[config.mk]
export PLATFORM = sky130hd
export DESIGN_NAME = ls_agu
export DESIGN_NICKNAME = d
export VERILOG_FILES = /design/src/rtl/ls_agu_pkg.sv /design/src/rtl/agu_offset_gen.sv /design/src/rtl/agu_legal_chk.sv /design/src/rtl/agu_mode_sel.sv /design/src/rtl/ls_agu.sv
export SDC_FILE = /design/constraint.sdc
export NUM_CORES = 1
export LEC_CHECK = 0
export ABC_AREA = 0
export CORE_AREA = 2 2 130 132
export DETAILED_ROUTE_END_ITERATION = 10
export DIE_AREA = 0 0 132 134
export DONT_BUFFER_PORTS = 1
export PLACE_DENSITY = 0.63
export SLEW_MARGIN = 30
export SYNTH_ARGS = -nofsm -noshare
export SYNTH_HDL_FRONTEND = slang
export SYNTH_HIERARCHICAL = 1
export SYNTH_SLANG_ARGS = --single-unit
[constraint.sdc]
create_clock -name clk -period 8.25 [get_ports clk]
set_input_delay 2.0625 -clock clk [delete_from_list [all_inputs] [get_ports clk]]
set_output_delay 2.0625 -clock clk [all_outputs]
set_load 0.02 [all_outputs]
[src/rtl/ls_agu_pkg.sv]
package ls_agu_pkg;

  typedef enum logic [1:0] {
    AM_OFFSET = 2'b00,
    AM_PRE_WB = 2'b01,
    AM_POST   = 2'b10,
    AM_RSVD   = 2'b11
  } agu_mode_e;

  typedef enum logic [1:0] {
    AK_WORD  = 2'b00,
    AK_BYTE  = 2'b01,
    AK_HALF  = 2'b10,
    AK_SHALF = 2'b11
  } agu_kind_e;

  typedef enum logic {
    OS_IMM = 1'b0,
    OS_REG = 1'b1
  } agu_osrc_e;

endpackage

[src/rtl/agu_offset_gen.sv]
module agu_offset_gen #(
  parameter int DW   = 32,
  parameter int IMMW = 12,
  parameter int SHW  = 5
) (
  input  logic [IMMW-1:0] imm_i,
  input  logic [DW-1:0]   reg_i,
  input  logic [SHW-1:0]  shamt_i,
  input  logic            src_i,
  output logic [DW-1:0]   off_o
);
  import ls_agu_pkg::*;

  localparam int PAD_W = DW - IMMW;

  function automatic logic [DW-1:0] zext_imm(input logic [IMMW-1:0] v);
    return {{PAD_W{1'b0}}, v};
  endfunction

  function automatic logic [DW-1:0] shl_reg(input logic [DW-1:0] v,
                                            input logic [SHW-1:0] s);
    return v << s;
  endfunction

  logic [DW-1:0] imm_ext;
  logic [DW-1:0] reg_shifted;

  assign imm_ext     = zext_imm(imm_i);
  assign reg_shifted = shl_reg(reg_i, shamt_i);

  always_comb begin
    if (agu_osrc_e'(src_i) == OS_REG) off_o = reg_shifted;
    else                              off_o = imm_ext;
  end

endmodule

[src/rtl/agu_legal_chk.sv]
module agu_legal_chk #(
  parameter int SHW = 5
) (
  input  logic [1:0]     mode_i,
  input  logic           src_i,
  input  logic [1:0]     kind_i,
  input  logic [SHW-1:0] shamt_i,
  output logic           rsvd_o,
  output logic           half_shift_o,
  output logic           illegal_o
);
  import ls_agu_pkg::*;

  logic is_half;
  logic reg_shifted;

  always_comb begin
    is_half      = (agu_kind_e'(kind_i) == AK_HALF) || (agu_kind_e'(kind_i) == AK_SHALF);
    reg_shifted  = (agu_osrc_e'(src_i) == OS_REG) && (shamt_i != '0);
    rsvd_o       = (agu_mode_e'(mode_i) == AM_RSVD);
    half_shift_o = is_half && reg_shifted;
    illegal_o    = rsvd_o || half_shift_o;
  end

endmodule

[src/rtl/agu_mode_sel.sv]
module agu_mode_sel #(
  parameter int DW = 32
) (
  input  logic [DW-1:0] base_i,
  input  logic [DW-1:0] off_i,
  input  logic          up_i,
  input  logic [1:0]    mode_i,
  input  logic          illegal_i,
  output logic [DW-1:0] step_o,
  output logic [DW-1:0] addr_o,
  output logic          wb_en_o,
  output logic [DW-1:0] wb_val_o
);
  import ls_agu_pkg::*;

  function automatic logic [DW-1:0] step_base(input logic [DW-1:0] b,
                                              input logic [DW-1:0] o,
                                              input logic          up);
    return up ? (b + o) : (b - o);
  endfunction

  assign step_o = step_base(base_i, off_i, up_i);

  always_comb begin
    addr_o   = base_i;
    wb_en_o  = 1'b0;
    wb_val_o = base_i;
    if (!illegal_i) begin
      unique case (agu_mode_e'(mode_i))
        AM_OFFSET: begin
          addr_o = step_o;
        end
        AM_PRE_WB: begin
          addr_o   = step_o;
          wb_en_o  = 1'b1;
          wb_val_o = step_o;
        end
        AM_POST: begin
          wb_en_o  = 1'b1;
          wb_val_o = step_o;
        end
        default: begin
          addr_o = base_i;
        end
      endcase
    end
  end

endmodule

[src/rtl/ls_agu.sv]
module ls_agu #(
  parameter int DATA_W = 32,
  parameter int IMM_W  = 12,
  parameter int SH_W   = $clog2(DATA_W)
) (
  input  logic              clk,
  input  logic              rst,
  input  logic              in_valid,
  input  logic [DATA_W-1:0] base_val,
  input  logic [IMM_W-1:0]  imm_off,
  input  logic [DATA_W-1:0] reg_off,
  input  logic [SH_W-1:0]   shamt,
  input  logic [1:0]        amode,
  input  logic              off_src,
  input  logic              add_dir,
  input  logic [1:0]        acc_kind,
  output logic              res_valid,
  output logic [DATA_W-1:0] eff_addr,
  output logic              wb_en,
  output logic [DATA_W-1:0] wb_val,
  output logic              illegal
);
  import ls_agu_pkg::*;

  logic [DATA_W-1:0] off_c;
  logic [DATA_W-1:0] step_c;
  logic [DATA_W-1:0] addr_c;
  logic [DATA_W-1:0] wbv_c;
  logic              wbe_c;
  logic              rsvd_c;
  logic              half_shift_c;
  logic              ill_c;

  agu_offset_gen #(.DW(DATA_W), .IMMW(IMM_W), .SHW(SH_W)) u_off (
    .imm_i   (imm_off),
    .reg_i   (reg_off),
    .shamt_i (shamt),
    .src_i   (off_src),
    .off_o   (off_c)
  );

  agu_legal_chk #(.SHW(SH_W)) u_legal (
    .mode_i       (amode),
    .src_i        (off_src),
    .kind_i       (acc_kind),
    .shamt_i      (shamt),
    .rsvd_o       (rsvd_c),
    .half_shift_o (half_shift_c),
    .illegal_o    (ill_c)
  );

  agu_mode_sel #(.DW(DATA_W)) u_mode (
    .base_i    (base_val),
    .off_i     (off_c),
    .up_i      (add_dir),
    .mode_i    (amode),
    .illegal_i (ill_c),
    .step_o    (step_c),
    .addr_o    (addr_c),
    .wb_en_o   (wbe_c),
    .wb_val_o  (wbv_c)
  );

  always_ff @(posedge clk) begin
    if (rst) begin
      res_valid <= 1'b0;
      eff_addr  <= '0;
      wb_en     <= 1'b0;
      wb_val    <= '0;
      illegal   <= 1'b0;
    end else begin
      res_valid <= in_valid;
      if (in_valid) begin
        eff_addr <= addr_c;
        wb_en    <= wbe_c;
        wb_val   <= wbv_c;
        illegal  <= ill_c;
      end else begin
        wb_en    <= 1'b0;
        illegal  <= 1'b0;
      end
    end
  end

  AST_WB_NOT_ILLEGAL: assert property (@(posedge clk) disable iff (rst)
    illegal |-> !wb_en);

  AST_IDLE_QUIET: assert property (@(posedge clk) disable iff (rst)
    !res_valid |-> (!wb_en && !illegal));

  AST_VALID_PIPE: assert property (@(posedge clk) disable iff (rst)
    in_valid |=> res_valid);

  AST_NO_VALID_PIPE: assert property (@(posedge clk) disable iff (rst)
    !in_valid |=> !res_valid);

  AST_HOLD_RESULT: assert property (@(posedge clk) disable iff (rst)
    !in_valid |=> ($stable(eff_addr) && $stable(wb_val)));

  AST_OFFSET_NO_WB: assert property (@(posedge clk) disable iff (rst)
    (in_valid && agu_mode_e'(amode) == AM_OFFSET) |=> !wb_en);

  AST_PRE_SAME: assert property (@(posedge clk) disable iff (rst)
    (in_valid && agu_mode_e'(amode) == AM_PRE_WB && !ill_c) |=> (wb_en && wb_val == eff_addr));

  AST_POST_BASE: assert property (@(posedge clk) disable iff (rst)
    (in_valid && agu_mode_e'(amode) == AM_POST && !ill_c) |=> (wb_en && eff_addr == $past(base_val)));

  AST_RSVD_FLAG: assert property (@(posedge clk) disable iff (rst)
    (in_valid && rsvd_c) |=> (illegal && !wb_en));

  AST_HALF_SHIFT: assert property (@(posedge clk) disable iff (rst)
    (in_valid && half_shift_c) |=> (illegal && eff_addr == $past(base_val)));

endmodule

==> metrics, run 1 <==
status complete, no violations; R2R Setup Slk 7.52 ns; CP Class in2reg; CP arrival 7.20 ns; initial antenna violation count 0; DIE HEIGHT 134 µm; CTS Buf Count 9; Root Driver clkbuf_16; WHS Endpoint eff_addr[17]$_SDFFE_PP0P_; RSZ-0062 raised after global routing no; leakage 3.437 nW; Ports 157; final hold vios 0; Max VDD drop 0.0001083 V; H-Tree Depth 3; CP peak stage delay 0.58 ns; final design utilization 0.4923; Initial Utilization 0.4807; Syn Nets 1155; DRT antenna net count 0; via count 7205; Post-CTS Setup Inserts 0; first-pass GRT wire length 35780 µm; drt first pass iters 5; Largest delay share family, worst path simple AND/OR/NAND/NOR gates; Sw Share 0.3942; Antenna Cells 0; # hold bufs at CTS 0; Synth Warn # 6; Switching Power 547.8 µW; hold_sp eff_addr[17]$_SDFFE_PP0P_; area delta synth->final 2.413%; Hold Path Stages 2; CTS resizes 0; Die W 132 µm; Setup Skew 0 ns; Int Pwr 841.9 µW; largest net degree at the start of global routing 66; drt wl/cell 18.53 µm; Clock power frac 0.289; Sum Neg Setup Slack 0 ns; reg-to-reg endpoint eff_addr[29]$_SDFFE_PP0P_; number of cell rows 47; CP Cell Sequence mux4_2 > nand2b_1 > o21ai_0 > mux2i_1 > nor2_1 > or4_4 > or3_4 > nor2_1 > nand2_1 > nor2_1 > a21oi_1 > xor2_1 > ha_1 > a211oi_1 > o21bai_1 > a221oi_1 > o22ai_1 > nor3_1 > xnor2_1 > o21ai_1 > mux2i_1 > nor2_1; Final Slew Violations 0; Setup Viol. Count Final 0; max cap viols 0; final net count 1106; layout cells sized above 1 0.08580; Most common cell on crit path nor2_1; crit end category register; full die area 0.01769 mm²; Final min period 6.960 ns; grt ovf 0; gr usage total 0.2503; vias in the first global route 6911; register share of total power 0.297; CTS tree yes; Max Freq 143.7 MHz; Starting DRT DRC Count 489; CTS clk-pin slew, worst paths 0.06 ns; hpwl dp 17210 µm; crit path launch type input pin; CORE AREA 0.01629 mm²; Required @ worst endpoint 8.49 ns; Synth Cell Area 0.007830 mm²; WP buf/inv 0; CTS sink cnt 67; CP max stage cell or4_4; Clock Latency Late Sink 0.35 ns; Worst Tran Pin Value 0.6888 ns; # fillers 1682; port bufs 0; Mapped Cells 1023; Critical Path Fanout Max 42; reg2reg start eff_addr[29]$_SDFFE_PP0P_; Worst Hold Class reg2reg; Worst slew margin 0.5399; Max clock buf depth 2; Combinational Power Share 0.415; DR vias/cell 6.009; Syn Area/Cell 7.654 µm²; R2R cell count 2; Post-Route WL 22220 µm; final weighted congestion in routability-driven placement 0.9400; Power Density 173.3 mW/mm²; DRC 0; Tcrit/Tclk final 0.8437
==> worst max path at each step <==
| stage | start | end | slack (ns) | cells after the start |
|---|---|---|---|---|
| 6_report | shamt[0] | eff_addr[31]$_SDFFE_PP0P_ | 1.29 | 22 |
| 5_1_grt | shamt[0] | eff_addr[31]$_SDFFE_PP0P_ | 0.96 | 22 |
| 4_1_cts | shamt[0] | eff_addr[31]$_SDFFE_PP0P_ | 1.35 | 22 |
| 3_5_place_dp | shamt[0] | eff_addr[31]$_SDFFE_PP0P_ | 1.02 | 22 |
| 3_3_place_gp | shamt[0] | eff_addr[31]$_SDFFE_PP0P_ | 1.07 | 22 |
| 2_1_floorplan | shamt[0] | eff_addr[31]$_SDFFE_PP0P_ | 1.59 | 24 |
==> layer usage <==
layer | up-vias | GRT usage | routed length, µm
met3 | 18 | 0.06841 | 1665
met4 | 0 | 0.07126 | 346
met1 | 3344 | 0.3128 | 9800
met2 | 228 | 0.4239 | 10410
met5 | - | 0 | 0
li1 | 3615 | - | -
==> flip-flops by register name, summed over array words and instances (netlist names) <==
signal	count
wb_en	1
wb_val	32
illegal	1
res_valid	1
eff_addr	32
==> cells in the final DEF, fill, tap and decap left out, types with 13 or more instances in the layout <==
master and instances:
nor2_1 143, nand2_1 112, mux2i_1 96, o21ai_0 81, dfxtp_1 67, a21oi_1 57
ha_1 41, xor2_1 39, mux2_2 32, nand3_1 24, inv_1 21, nor3_1 18
o22ai_1 18, xnor2_1 16, a21o_1 14, nand2b_1 14, mux4_2 13
==> power groups by stage <==
stage	sequential, mW	clock (mW)	combinational (mW)
2_1_floorplan	0.413	0	0.492
3_3_place_gp	0.420	0	0.564
3_5_place_dp	0.421	0	0.568
4_1_cts	0.414	0.411	0.572
5_1_grt	0.416	0.423	0.646
6_report	0.412	0.401	0.576
==> tightest hold or removal path: stages (launching register included) <==
cell and delay (ns):
dfxtp_1 0.37, mux2i_1 0.14, nor2_1 0.05
==> final cells by class <==
cell class,count,area [µm²],share of cell area
Multi-Input combinational cell,871,5987,0.7466
Sequential cell,67,1341,0.1673
Tap cell,220,275.3,0.03433
Clock buffer,10,239.0,0.02980
Inverter,22,82.58,0.01030
Clock inverter,6,71.32,0.008894
Timing Repair Buffer,3,22.52,0.002809
==> through the flow <==
stage	cell area [µm²]	power [mW]	std cells	hold slack, ns	setup WS, ns
after floorplan	7830	0.9051	1023	0.5833	1.586
after global placement	7709	0.9841	1183	0.5886	1.073
after detailed placement	7709	0.9888	1183	0.5962	1.019
after CTS	8019	1.397	1199	0.6063	1.346
after global routing	8019	1.484	1199	0.6219	0.9648
final	8019	1.390	1199	0.6041	1.290
No activity file was read; power rests on OpenSTA's default activity.
==> inputs of run 2 (changes only) <==
==> constraint.sdc (replaced) <==
create_clock -name clk -period 7.1 [get_ports clk]
set_input_delay 1.775 -clock clk [delete_from_list [all_inputs] [get_ports clk]]
set_output_delay 1.775 -clock clk [all_outputs]
set_load 0.02 [all_outputs]
==> metrics, run 2 (synthesis results as in run 1) <==
full die area 0.01769 mm² (unchanged); Setup Viol. Count Final 0 (unchanged); worst setup margin 0.5694 ns (-0.7204 ns); Max VDD drop 0.0001142 V (+5.5%); CTS resizes 0 (unchanged); max cap viols 0 (unchanged); M2 GR Usage 0.4230 (-0.0008681); CTS tree yes; grt ovf 0 (unchanged); drt first pass iters 5 (unchanged); area delta synth->final 3.340%; DIE HEIGHT 134 µm (unchanged); Max clock buf depth 2 (unchanged); Worst slew margin 0.5756 (+0.03574); CP Class in2reg; initial antenna violation count 0 (unchanged); hpwl dp 17280 µm (+0.39%); hold_sp eff_addr[14]$_SDFFE_PP0P_; via count 7286 (+1.1%); # hold bufs at CTS 0 (unchanged); Root Driver clkbuf_16; final hold vios 0 (unchanged); Post-Route WL 22490 µm (+1.2%); Min Hold Slack 0.6037 ns (-0.0003550 ns); # fillers 1618 (-3.8%); final weighted congestion in routability-driven placement 0.9251 (-1.6%); crit end category register; Critical Path Fanout Max 42 (unchanged); drt wl/cell 18.63 µm (+0.54%); vias in the first global route 6851 (-0.87%); CTS Buf Count 9 (unchanged); WP buf/inv 0 (unchanged); DRT antenna net count 0 (unchanged); R2R Setup Slk 6.37 ns (-1.15 ns); DRC 0 (unchanged); Die W 132 µm (unchanged); Largest regs eff_addr (32), wb_val (32); pre-CTS setup slack 0.2320 ns (-0.7873 ns); Antenna Cells 0 (unchanged); Post-CTS Setup Inserts 0 (unchanged); commonest non-fill, non-tap cell in the layout nor2_1; Worst Hold Class reg2reg; leakage 3.487 nW (+1.5%); DR vias/cell 6.036 (+0.45%); CP arrival 6.76 ns (-0.44 ns); R2R cell count 2 (unchanged); final net count 1115 (+0.81%); WHS Endpoint eff_addr[14]$_SDFFE_PP0P_; CORE AREA 0.01629 mm² (unchanged); CTS clk-pin slew, worst paths 0.06 ns (about the same); met3 GRT Util 0.07105 (+0.002646); Initial Utilization 0.4807 (unchanged); Hold Path Stages 2 (unchanged); Largest delay share family, worst path simple AND/OR/NAND/NOR gates; Tcrit/Tclk final 0.9198; Starting DRT DRC Count 565 (+16%); number of cell rows 47 (unchanged); final design utilization 0.4967 (+0.004455); crit path launch type input pin; Setup Skew 0 ns (unchanged); Max Freq 153.1 MHz; reg2reg start wb_val[30]$_SDFFE_PP0P_; first-pass GRT wire length 36170 µm (+1.1%); H-Tree Depth 3 (unchanged); Ports 157 (unchanged); gr usage total 0.2507 (+0.0004227); Placed Area 0.007776 mm² (+0.88%); reg-to-reg endpoint wb_val[30]$_SDFFE_PP0P_; Required @ worst endpoint 7.33 ns (-1.16 ns); register area 0.001341 mm² (unchanged); Power Density 202.9 mW/mm² (+17%); CP peak stage delay 0.58 ns (about the same); Final Slew Violations 0 (unchanged); layout cells sized above 1 0.09321 (+0.007410); RSZ-0062 raised after global routing no; Worst Tran Pin Value 0.6366 ns (-0.05219 ns); CTS sink cnt 67 (unchanged); fin area 0.008092 mm² (+0.90%); Final min period 6.531 ns; commonest non-fill, non-tap cells in the layout nor2_1 (143), nand2_1 (112), mux2i_1 (96), o21ai_0 (81), dfxtp_1 (67); port bufs 0 (unchanged); Clock Latency Late Sink 0.34 ns (about the same); CP max stage cell or4_4; area of the multi-input gates 0.005987 mm² (unchanged); GR peak layer met2; status complete, no violations; GR met1 Demand/Resource 0.3179 (+0.005076); Sum Neg Setup Slack 0 ns (unchanged); largest net degree at the start of global routing 66 (unchanged); CP Cell Sequence mux4_2 > nand2b_1 > o21ai_0 > mux2i_1 > nor2_1 > or4_4 > or3_4 > nor4_4 > a21oi_1 > xor2_1 > ha_1 > o21ai_0 > o21bai_1 > a221oi_1 > o22ai_1 > nor3_1 > xnor2_1 > o21ai_1 > mux2i_1 > nor2_1
## run 2: how the worst max path moves through the flow
stage	startpoint	to	slack, ns	cells past startpoint
after floorplan	shamt[0]	eff_addr[31]$_SDFFE_PP0P_	0.72	24
after global placement	shamt[0]	wb_val[31]$_SDFFE_PP0P_	0.29	20
after detailed placement	shamt[0]	eff_addr[31]$_SDFFE_PP0P_	0.23	20
after CTS	shamt[0]	eff_addr[31]$_SDFFE_PP0P_	0.58	20
after global routing	shamt[0]	eff_addr[31]$_SDFFE_PP0P_	0.22	22
final	shamt[0]	wb_val[31]$_SDFFE_PP0P_	0.57	20
## run 2: layout make-up
class,instances,area share
flip-flops and latches,67,0.1658
multi-input cells,871,0.7399
clock inverters,6,0.01113
clock buffers,9,0.02783
well taps,220,0.03402
inverters,22,0.01021
repair buffers,12,0.01113
## run 2: routing by layer
layer | routed length [µm] | share of wire
met1 | 9892 | 0.44
met2 | 10530 | 0.47
met3 | 1749 | 0.078
met4 | 321 | 0.014
met5 | 0 | 0
## run 2: metrics by stage
stage / instances / power, mW
after global placement: 1192 / 1.151
after global routing: 1207 / 1.750
final: 1207 / 1.641
after floorplan: 1023 / 1.052
after CTS: 1207 / 1.647
after detailed placement: 1192 / 1.155
## run 2: report_power, final
part | internal [mW] | leakage [nW] | switching [mW]
Clock | 0.307 | 0.152 | 0.176
Combinational | 0.288 | 2.78 | 0.392
Sequential | 0.412 | 0.552 | 0.0669
Total | 1.01 | 3.49 | 0.635
## run 2: worst reg2reg max path, cell delays in order (launching register included)
cell and delay, ns:
dfxtp_1 0.47, mux2i_1 0.11, nor2_1 0.09
